**src/rtl/recapp_pkg.sv**
```systemverilog
package recapp_pkg;
    localparam int WORD_W = 32;
    localparam int ID_W   = 16;
    localparam int SZ_W   = 16;

    localparam logic [WORD_W-1:0] REC_EMPTY   = 32'hFFFF_FFFF;
    localparam logic [WORD_W-1:0] REC_INVALID = 32'h0000_FFFF;
    localparam logic [WORD_W-1:0] REC_VALID   = 32'h0000_0000;
    localparam logic [SZ_W-1:0]   SZ_BLANK    = 16'hFFFF;

    typedef enum logic [1:0] {WK_IDLE, WK_STAT, WK_HDR} walk_st_e;
    typedef enum logic [1:0] {HS_IDLE, HS_PEND, HS_WAIT} hs_st_e;
    typedef enum logic [2:0] {SQ_IDLE, SQ_SCAN, SQ_FIT, SQ_INV, SQ_HDR, SQ_DAT, SQ_VAL} seq_st_e;

    function automatic logic [WORD_W-1:0] pack_hdr(input logic [ID_W-1:0] id,
                                                   input logic [SZ_W-1:0] sz);
        return {id, sz};
    endfunction
endpackage

```
**src/rtl/recapp_walk.sv**
```systemverilog
module recapp_walk
    import recapp_pkg::*;
#(
    parameter int BLK_WORDS = 48,
    localparam int AW    = $clog2(BLK_WORDS),
    localparam int SUM_W = AW + SZ_W + 2
) (
    input  logic              clk,
    input  logic              rst_n,
    input  logic              start,
    output logic [AW-1:0]     rd_addr,
    input  logic [WORD_W-1:0] rd_data,
    output logic              done,
    output logic [AW:0]       end_addr
);
    typedef struct packed {
        walk_st_e    st;
        logic [AW:0] cur;
        logic [AW:0] end_a;
        logic        done;
    } walk_t;

    walk_t q, d;
    logic [SZ_W-1:0]  sz_eff;
    logic [SUM_W-1:0] nxt;

    always_comb begin
        d      = q;
        d.done = 1'b0;
        sz_eff = (rd_data[SZ_W-1:0] == SZ_BLANK) ? '0 : rd_data[SZ_W-1:0];
        nxt    = SUM_W'(q.cur) + SUM_W'(2) + SUM_W'(sz_eff);
        case (q.st)
            WK_IDLE: begin
                if (start) begin
                    d.cur = (AW+1)'(1);
                    d.st  = WK_STAT;
                end
            end
            WK_STAT: begin
                if (q.cur >= (AW+1)'(BLK_WORDS)) begin
                    d.end_a = (AW+1)'(BLK_WORDS);
                    d.done  = 1'b1;
                    d.st    = WK_IDLE;
                end else if (rd_data == REC_EMPTY) begin
                    d.end_a = q.cur;
                    d.done  = 1'b1;
                    d.st    = WK_IDLE;
                end else if (q.cur + (AW+1)'(1) >= (AW+1)'(BLK_WORDS)) begin
                    d.end_a = (AW+1)'(BLK_WORDS);
                    d.done  = 1'b1;
                    d.st    = WK_IDLE;
                end else begin
                    d.st = WK_HDR;
                end
            end
            WK_HDR: begin
                if (nxt >= SUM_W'(BLK_WORDS)) begin
                    d.end_a = (AW+1)'(BLK_WORDS);
                    d.done  = 1'b1;
                    d.st    = WK_IDLE;
                end else begin
                    d.cur = nxt[AW:0];
                    d.st  = WK_STAT;
                end
            end
            default: d.st = WK_IDLE;
        endcase
    end

    always_ff @(posedge clk or negedge rst_n) begin
        if (!rst_n) begin
            q.st    <= WK_IDLE;
            q.cur   <= '0;
            q.end_a <= '0;
            q.done  <= 1'b0;
        end else begin
            q <= d;
        end
    end

    assign rd_addr  = (q.st == WK_HDR) ? (q.cur[AW-1:0] + AW'(1)) : q.cur[AW-1:0];
    assign done     = q.done;
    assign end_addr = q.end_a;


    walk_end_range_chk: assert property (@(posedge clk) disable iff (!rst_n)
        done |-> (end_addr >= (AW+1)'(1) && end_addr <= (AW+1)'(BLK_WORDS)))
        else $error("walk end out of range");
endmodule

```
**src/rtl/recapp_pgm.sv**
```systemverilog
module recapp_pgm
    import recapp_pkg::*;
#(
    parameter int BLK_WORDS = 48,
    localparam int AW = $clog2(BLK_WORDS)
) (
    input  logic              clk,
    input  logic              rst_n,
    input  logic              go,
    input  logic [AW-1:0]     go_addr,
    input  logic [WORD_W-1:0] go_data,
    output logic              idle,
    output logic              ack,
    output logic              pg_req,
    output logic [AW-1:0]     pg_addr,
    output logic [WORD_W-1:0] pg_data,
    input  logic              pg_busy,
    input  logic              pg_done
);
    typedef struct packed {
        hs_st_e            st;
        logic [AW-1:0]     addr;
        logic [WORD_W-1:0] data;
    } hs_t;

    hs_t q, d;

    always_comb begin
        d      = q;
        pg_req = 1'b0;
        ack    = 1'b0;
        case (q.st)
            HS_IDLE: begin
                if (go) begin
                    d.addr = go_addr;
                    d.data = go_data;
                    d.st   = HS_PEND;
                end
            end
            HS_PEND: begin
                if (!pg_busy) begin
                    pg_req = 1'b1;
                    d.st   = HS_WAIT;
                end
            end
            HS_WAIT: begin
                if (pg_done) begin
                    ack  = 1'b1;
                    d.st = HS_IDLE;
                end
            end
            default: d.st = HS_IDLE;
        endcase
    end

    always_ff @(posedge clk or negedge rst_n) begin
        if (!rst_n) begin
            q.st   <= HS_IDLE;
            q.addr <= '0;
            q.data <= '0;
        end else begin
            q <= d;
        end
    end

    assign idle    = (q.st == HS_IDLE);
    assign pg_addr = q.addr;
    assign pg_data = q.data;


    req_not_busy_chk: assert property (@(posedge clk) disable iff (!rst_n)
        pg_req |-> !pg_busy) else $error("program request while busy");

    single_cycle_req_chk: assert property (@(posedge clk) disable iff (!rst_n)
        pg_req |=> !pg_req) else $error("program request longer than one cycle");
endmodule

```
**src/rtl/rec_append_seq.sv**
```systemverilog
module rec_append_seq
    import recapp_pkg::*;
#(
    parameter int BLK_WORDS = 48,
    localparam int AW    = $clog2(BLK_WORDS),
    localparam int SUM_W = AW + SZ_W + 2
) (
    input  logic              clk,
    input  logic              rst_n,
    input  logic              req_valid,
    output logic              req_ready,
    input  logic [ID_W-1:0]   req_id,
    input  logic [SZ_W-1:0]   req_size,
    input  logic [WORD_W-1:0] dat_word,
    output logic              dat_take,
    output logic [AW-1:0]     fl_rd_addr,
    input  logic [WORD_W-1:0] fl_rd_data,
    output logic              pg_req,
    output logic [AW-1:0]     pg_addr,
    output logic [WORD_W-1:0] pg_data,
    input  logic              pg_busy,
    input  logic              pg_done,
    output logic              rsp_valid,
    output logic              rsp_full,
    output logic [AW-1:0]     rsp_addr
);
    typedef struct packed {
        seq_st_e         st;
        logic            sent;
        logic [AW:0]     base;
        logic [ID_W-1:0] id;
        logic [SZ_W-1:0] size;
        logic [SZ_W-1:0] cnt;
        logic            rsp_v;
        logic            rsp_f;
        logic [AW-1:0]   rsp_a;
        logic            seen;
    } seq_t;

    seq_t q, d;

    logic              walk_start, walk_done;
    logic [AW:0]       walk_end;
    logic              go, hs_idle, hs_ack;
    logic [AW-1:0]     go_addr;
    logic [WORD_W-1:0] go_data;
    logic [SUM_W-1:0]  need;
    logic [SUM_W-1:0]  dat_addr;

    recapp_walk #(.BLK_WORDS(BLK_WORDS)) u_walk (
        .clk      (clk),
        .rst_n    (rst_n),
        .start    (walk_start),
        .rd_addr  (fl_rd_addr),
        .rd_data  (fl_rd_data),
        .done     (walk_done),
        .end_addr (walk_end)
    );

    recapp_pgm #(.BLK_WORDS(BLK_WORDS)) u_pgm (
        .clk     (clk),
        .rst_n   (rst_n),
        .go      (go),
        .go_addr (go_addr),
        .go_data (go_data),
        .idle    (hs_idle),
        .ack     (hs_ack),
        .pg_req  (pg_req),
        .pg_addr (pg_addr),
        .pg_data (pg_data),
        .pg_busy (pg_busy),
        .pg_done (pg_done)
    );

    always_comb begin
        d          = q;
        d.rsp_v    = 1'b0;
        walk_start = 1'b0;
        go         = 1'b0;
        go_addr    = '0;
        go_data    = '0;
        dat_take   = 1'b0;
        need       = SUM_W'(q.base) + SUM_W'(2) + SUM_W'(q.size);
        dat_addr   = SUM_W'(q.base) + SUM_W'(2) + SUM_W'(q.cnt);
        if (pg_req) d.seen = 1'b1;
        if (hs_ack) d.sent = 1'b0;
        case (q.st)
            SQ_IDLE: begin
                if (req_valid) begin
                    d.id       = req_id;
                    d.size     = req_size;
                    d.seen     = 1'b0;
                    walk_start = 1'b1;
                    d.st       = SQ_SCAN;
                end
            end
            SQ_SCAN: begin
                if (walk_done) begin
                    d.base = walk_end;
                    d.st   = SQ_FIT;
                end
            end
            SQ_FIT: begin
                if (need <= SUM_W'(BLK_WORDS)) begin
                    d.st = SQ_INV;
                end else begin
                    d.rsp_v = 1'b1;
                    d.rsp_f = 1'b1;
                    d.rsp_a = '0;
                    d.st    = SQ_IDLE;
                end
            end
            SQ_INV: begin
                go_addr = q.base[AW-1:0];
                go_data = REC_INVALID;
                if (!q.sent && hs_idle) begin
                    go     = 1'b1;
                    d.sent = 1'b1;
                end
                if (hs_ack) d.st = SQ_HDR;
            end
            SQ_HDR: begin
                go_addr = q.base[AW-1:0] + AW'(1);
                go_data = pack_hdr(q.id, q.size);
                if (!q.sent && hs_idle) begin
                    go     = 1'b1;
                    d.sent = 1'b1;
                end
                if (hs_ack) begin
                    d.cnt = '0;
                    d.st  = (q.size == '0) ? SQ_VAL : SQ_DAT;
                end
            end
            SQ_DAT: begin
                go_addr = dat_addr[AW-1:0];
                go_data = dat_word;
                if (!q.sent && hs_idle) begin
                    go       = 1'b1;
                    dat_take = 1'b1;
                    d.sent   = 1'b1;
                    d.cnt    = q.cnt + SZ_W'(1);
                end
                if (hs_ack && q.cnt == q.size) d.st = SQ_VAL;
            end
            SQ_VAL: begin
                go_addr = q.base[AW-1:0];
                go_data = REC_VALID;
                if (!q.sent && hs_idle) begin
                    go     = 1'b1;
                    d.sent = 1'b1;
                end
                if (hs_ack) begin
                    d.rsp_v = 1'b1;
                    d.rsp_f = 1'b0;
                    d.rsp_a = q.base[AW-1:0];
                    d.st    = SQ_IDLE;
                end
            end
            default: d.st = SQ_IDLE;
        endcase
    end

    always_ff @(posedge clk or negedge rst_n) begin
        if (!rst_n) begin
            q.st    <= SQ_IDLE;
            q.sent  <= 1'b0;
            q.base  <= '0;
            q.id    <= '0;
            q.size  <= '0;
            q.cnt   <= '0;
            q.rsp_v <= 1'b0;
            q.rsp_f <= 1'b0;
            q.rsp_a <= '0;
            q.seen  <= 1'b0;
        end else begin
            q <= d;
        end
    end

    assign req_ready = (q.st == SQ_IDLE);
    assign rsp_valid = q.rsp_v;
    assign rsp_full  = q.rsp_f;
    assign rsp_addr  = q.rsp_a;


    status_pattern_chk: assert property (@(posedge clk) disable iff (!rst_n)
        (pg_req && SUM_W'(pg_addr) == SUM_W'(q.base)) |-> (pg_data == REC_INVALID || pg_data == REC_VALID))
        else $error("illegal status pattern");

    full_no_prog_chk: assert property (@(posedge clk) disable iff (!rst_n)
        (rsp_valid && rsp_full) |-> !q.seen) else $error("program issued before full answer");

    addr_in_block_chk: assert property (@(posedge clk) disable iff (!rst_n)
        pg_req |-> (SUM_W'(pg_addr) < SUM_W'(BLK_WORDS))) else $error("program outside block");

    blk_status_kept_chk: assert property (@(posedge clk) disable iff (!rst_n)
        pg_req |-> (pg_addr != '0)) else $error("block status programmed");
endmodule

```
**config.mk**
```make
export PLATFORM = sky130hd
export DESIGN_NAME = rec_append_seq
export DESIGN_NICKNAME = d
export VERILOG_FILES = /design/src/rtl/recapp_pkg.sv /design/src/rtl/recapp_walk.sv /design/src/rtl/recapp_pgm.sv /design/src/rtl/rec_append_seq.sv
export SDC_FILE = /design/constraint.sdc
export NUM_CORES = 1
export LEC_CHECK = 0
export CAP_MARGIN = 20
export CORE_UTILIZATION = 55
export CTS_CLUSTER_DIAMETER = 60
export DETAILED_ROUTE_END_ITERATION = 8
export PLACE_DENSITY = 0.86
export SLEW_MARGIN = 20
export SYNTH_ARGS = -nofsm -noshare
export SYNTH_HDL_FRONTEND = slang
export SYNTH_SLANG_ARGS = --single-unit
export TNS_END_PERCENT = 30
```
**constraint.sdc**
```tcl
create_clock -name clk -period 7.5 [get_ports clk]
set_input_delay 1.125 -clock clk [delete_from_list [all_inputs] [get_ports clk]]
set_output_delay 1.125 -clock clk [all_outputs]
set_load 0.02 [all_outputs]
```
==> impl_metrics.csv <==
group,metric,value,unit
finish,fin_nets,1093,
route,drt_iter0_drc,656,
sta,setup-tns-final,0,ps
global_routing,grt_pass1_vias,6521,
clock_tree,clock-sinks,124,
yosys,synth_mux_area_frac,0.0775,
yosys,synth_xor_area_frac,0.0630,
run_status,outcome,"finished, final reports clean",
sta,hold_violations,0,
sta,min_period,5120,ps
floorplan,ios,156,
place,io_buffers,155,
yosys,yosys_warnings,0,
min_path,hp-class,"flip-flop to flip-flop",
route,wl,20500,µm
global_routing,grt_max_degree,75,
clock_tree,numCtsBuffers,17,
run,drv_cap,0,
clock_tree,cts-hold-fix-buffers,0,
yosys,syn_inst,867,
critical_path,path_max_fanout,12,
floorplan,rows,43,
critical_path,worstSetupEndpointType,"flip-flop",
finish,final_util,0.714,
global_routing,overflow,0,
route,drt-vias-per-instance,5.95,
sta,fmaxAchievable,195,MHz
power_and_ir_drop,p_sw,1290,µW
global_routing,antenna_found_initial,0,
finish,area_growth,24.8,%
clock_tree,tritoncts,"built",
power_and_ir_drop,vdd_drop_max,217,µV
yosys,syn-num-nets,1002,
yosys,synth-compound-area-share,0.169,
route,routedWlPerCell,17.8,µm
sta,skew,7.12,ps
global_routing,grt_pass1_wl,32800,µm
place,place_congestion,0.921,
yosys,synth_top_flop_cell,"dfrtp_1",
route,ant_nets,0,
critical_path,critPathLaunchType,"primary input",
power_and_ir_drop,p_clk_frac,0.265,
sta,tightest_slew,933,ps
finish,fillers,1002,
floorplan,die_y,123,µm
yosys,synth-simple-area-share,0.174,
sta,drv_slew,0,
critical_path,crit_type,"primary input to flip-flop",
power_and_ir_drop,sw_frac_of_total,0.380,
yosys,synth-edff-count,0,
yosys,synth_seq_cells,124,
floorplan,start_util,0.572,
clock_tree,cts.clk_slew.worst_paths,50,ps
clock_tree,htree_num_levels,4,
floorplan,die_x,123,µm
place,dp_hpwl,14400,µm
finish,postLayoutCellArea,10100,µm²
floorplan,core,14100,µm²
yosys,async_reset_ff_frac,1.00,
finish,drive_gt1_frac,0.116,
place,dp_cells,1118,
sta,rsz0062_at_grt,"false",
route,num_vias,6843,
yosys,synthAdderAreaFrac,0.0556,
yosys,yosysSeqAreaShare,0.385,
yosys,netlist_area,8060,µm²
global_routing,grt_use_total,0.283,
place,dpl_cell_area,9380,µm²
yosys,syn_avg_cell_area,9.30,µm²
route,drc,0,
sta,slew_headroom,0.378,
clock_tree,cts-resized-gates,0,
power_and_ir_drop,intPower,2110,µW
clock_tree,clkLatencyLatePin,430,ps
finish,insertedDiodeCount,0,
finish,layout.cells.non_filler,1151,
sta,period_share,0.683,
yosys,synth_top_family_by_area,"simple AND/OR/NAND/NOR gates",
critical_path,required,7810,ps
yosys,synth_cell_types,76,
power_and_ir_drop,total_leakage_power,0.00427,µW
critical_path,cp.arrival,5430,ps
route,drt-pass1-iter-count,5,
power_and_ir_drop,pwr-share-seq,0.336,
clock_tree,clk_path_buf_depth,2,
clock_tree,clock-root-buffer,"clkbuf_16",
clock_tree,postCtsSetupRepairBufs,0,
floorplan,fp.dieArea,15100,µm²
power_and_ir_drop,powerDensity,339,nW/µm²
sta,setup_viol,0,
power_and_ir_drop,combPwrFrac,0.399,
cells in the mapped netlist (all sizes together), types with 18 or more instances:
master  count  area, µm²
nand3      23        120
o21ai      63        315
dfrtp     124       3100
inv        26       97.6
a22oi      21        158
mux2       40        454
clkbuf     39        146
nor2       53        199
nand4      22        153
ha         31        388
xor2       40        350
a21oi      50        254
buf        50        369
xnor2      18        158
nand2      91        342
flip-flops by register name, summed over array words and instances, names as in the netlist:
name and cells:
u_pgm.pg_data 32, rsp_addr 6, q 59, u_pgm.q 2
u_pgm.pg_addr 6, rsp_full 1, rsp_valid 1, u_walk.done 1
u_walk.end_addr 7, u_walk.q 9
layout by cell type, fill, tap and decap left out, types with 26 or more instances in the layout:
cell	count
clkdlybuf4s50_1	154
ha_1	31
nand2_1	91
a21oi_1	49
o21ai_0	61
dfrtp_1	124
xor2_1	40
nor2_1	53
inv_1	26
mux2_2	39
power groups by stage:
stage	clock network, µW	logic, µW	registers, µW
final	902	1360	1150
after global routing	941	1480	1170
after CTS	907	1340	1140
after detailed placement	0	1320	1140
after global placement	0	1290	1130
after floorplan	0	1080	1010
final cells by class:
type,instances,area (µm²),share of cell area
Multi-Input combinational cell,628,4370,0.434
Tap cell,180,225,0.0224
Sequential cell,124,3100,0.308
Clock buffer,20,467,0.0464
Clock inverter,12,184,0.0183
Inverter,26,97.6,0.00970
Timing Repair Buffer,161,1610,0.160
path summary, 6_finish.rpt:
kind | startpoint | cells past startpoint | slack (ps) | endpoint
worst max-delay path | fl_rd_data[10] | 16 | 2380 | u_walk.q[8]
worst min-delay path | u_pgm.pg_addr[4] | 2 | 470 | u_pgm.pg_addr[4]
worst max register to register | q[59] | 12 | 3450 | rsp_valid
worst min register to register | u_pgm.pg_addr[4] | 2 | 470 | u_pgm.pg_addr[4]
max in group asynchronous | rst_n | 2 | 5440 | u_pgm.pg_data[31]
min in group asynchronous | rst_n | 1 | 840 | u_walk.q[11]
per-stage QoR:
| stage | setup WS (ps) | hold slack, ps | total power (µW) |
|---|---|---|---|
| after detailed placement | 1980 | 469 | 2460 |
| after floorplan | 2860 | 448 | 2090 |
| after global placement | 2060 | 456 | 2420 |
| after global routing | 2170 | 499 | 3590 |
| final | 2380 | 473 | 3410 |
| after CTS | 2420 | 483 | 3380 |
critical path, stage by stage:
cell,delay [ps]
clkdlybuf4s50_1,580
and2_4,200
nand3_2,80
or4_4,630
and2_2,230
ha_1,200
inv_1,70
fa_1,200
nand2b_1,130
a21oi_2,100
a311oi_4,490
o211ai_1,140
o31a_2,360
nor4_4,290
nand4_4,240
mux2_4,360
per-layer routing:
layer / part of all wire / global-route usage / up-vias / wire (µm)
met3: 0.076 / 0.0604 / 37 / 1550
met5: 0 / 0 / - / 0
met1: 0.42 / 0.385 / 3278 / 8640
met2: 0.48 / 0.449 / 293 / 9880
li1: - / - / 3235 / -
met4: 0.020 / 0.0934 / 0 / 411
kinds of logic after synthesis:
kind of cell | after synthesis
buffers and inverters | 115
XOR/XNOR | 58
multiplexers | 57
AND/OR/NAND/NOR | 270
AO/OA/AOI/OAI | 209
adder cells (fa/ha/maj) | 34
flip-flops | 124
No activity file was read; power rests on OpenSTA's default activity.
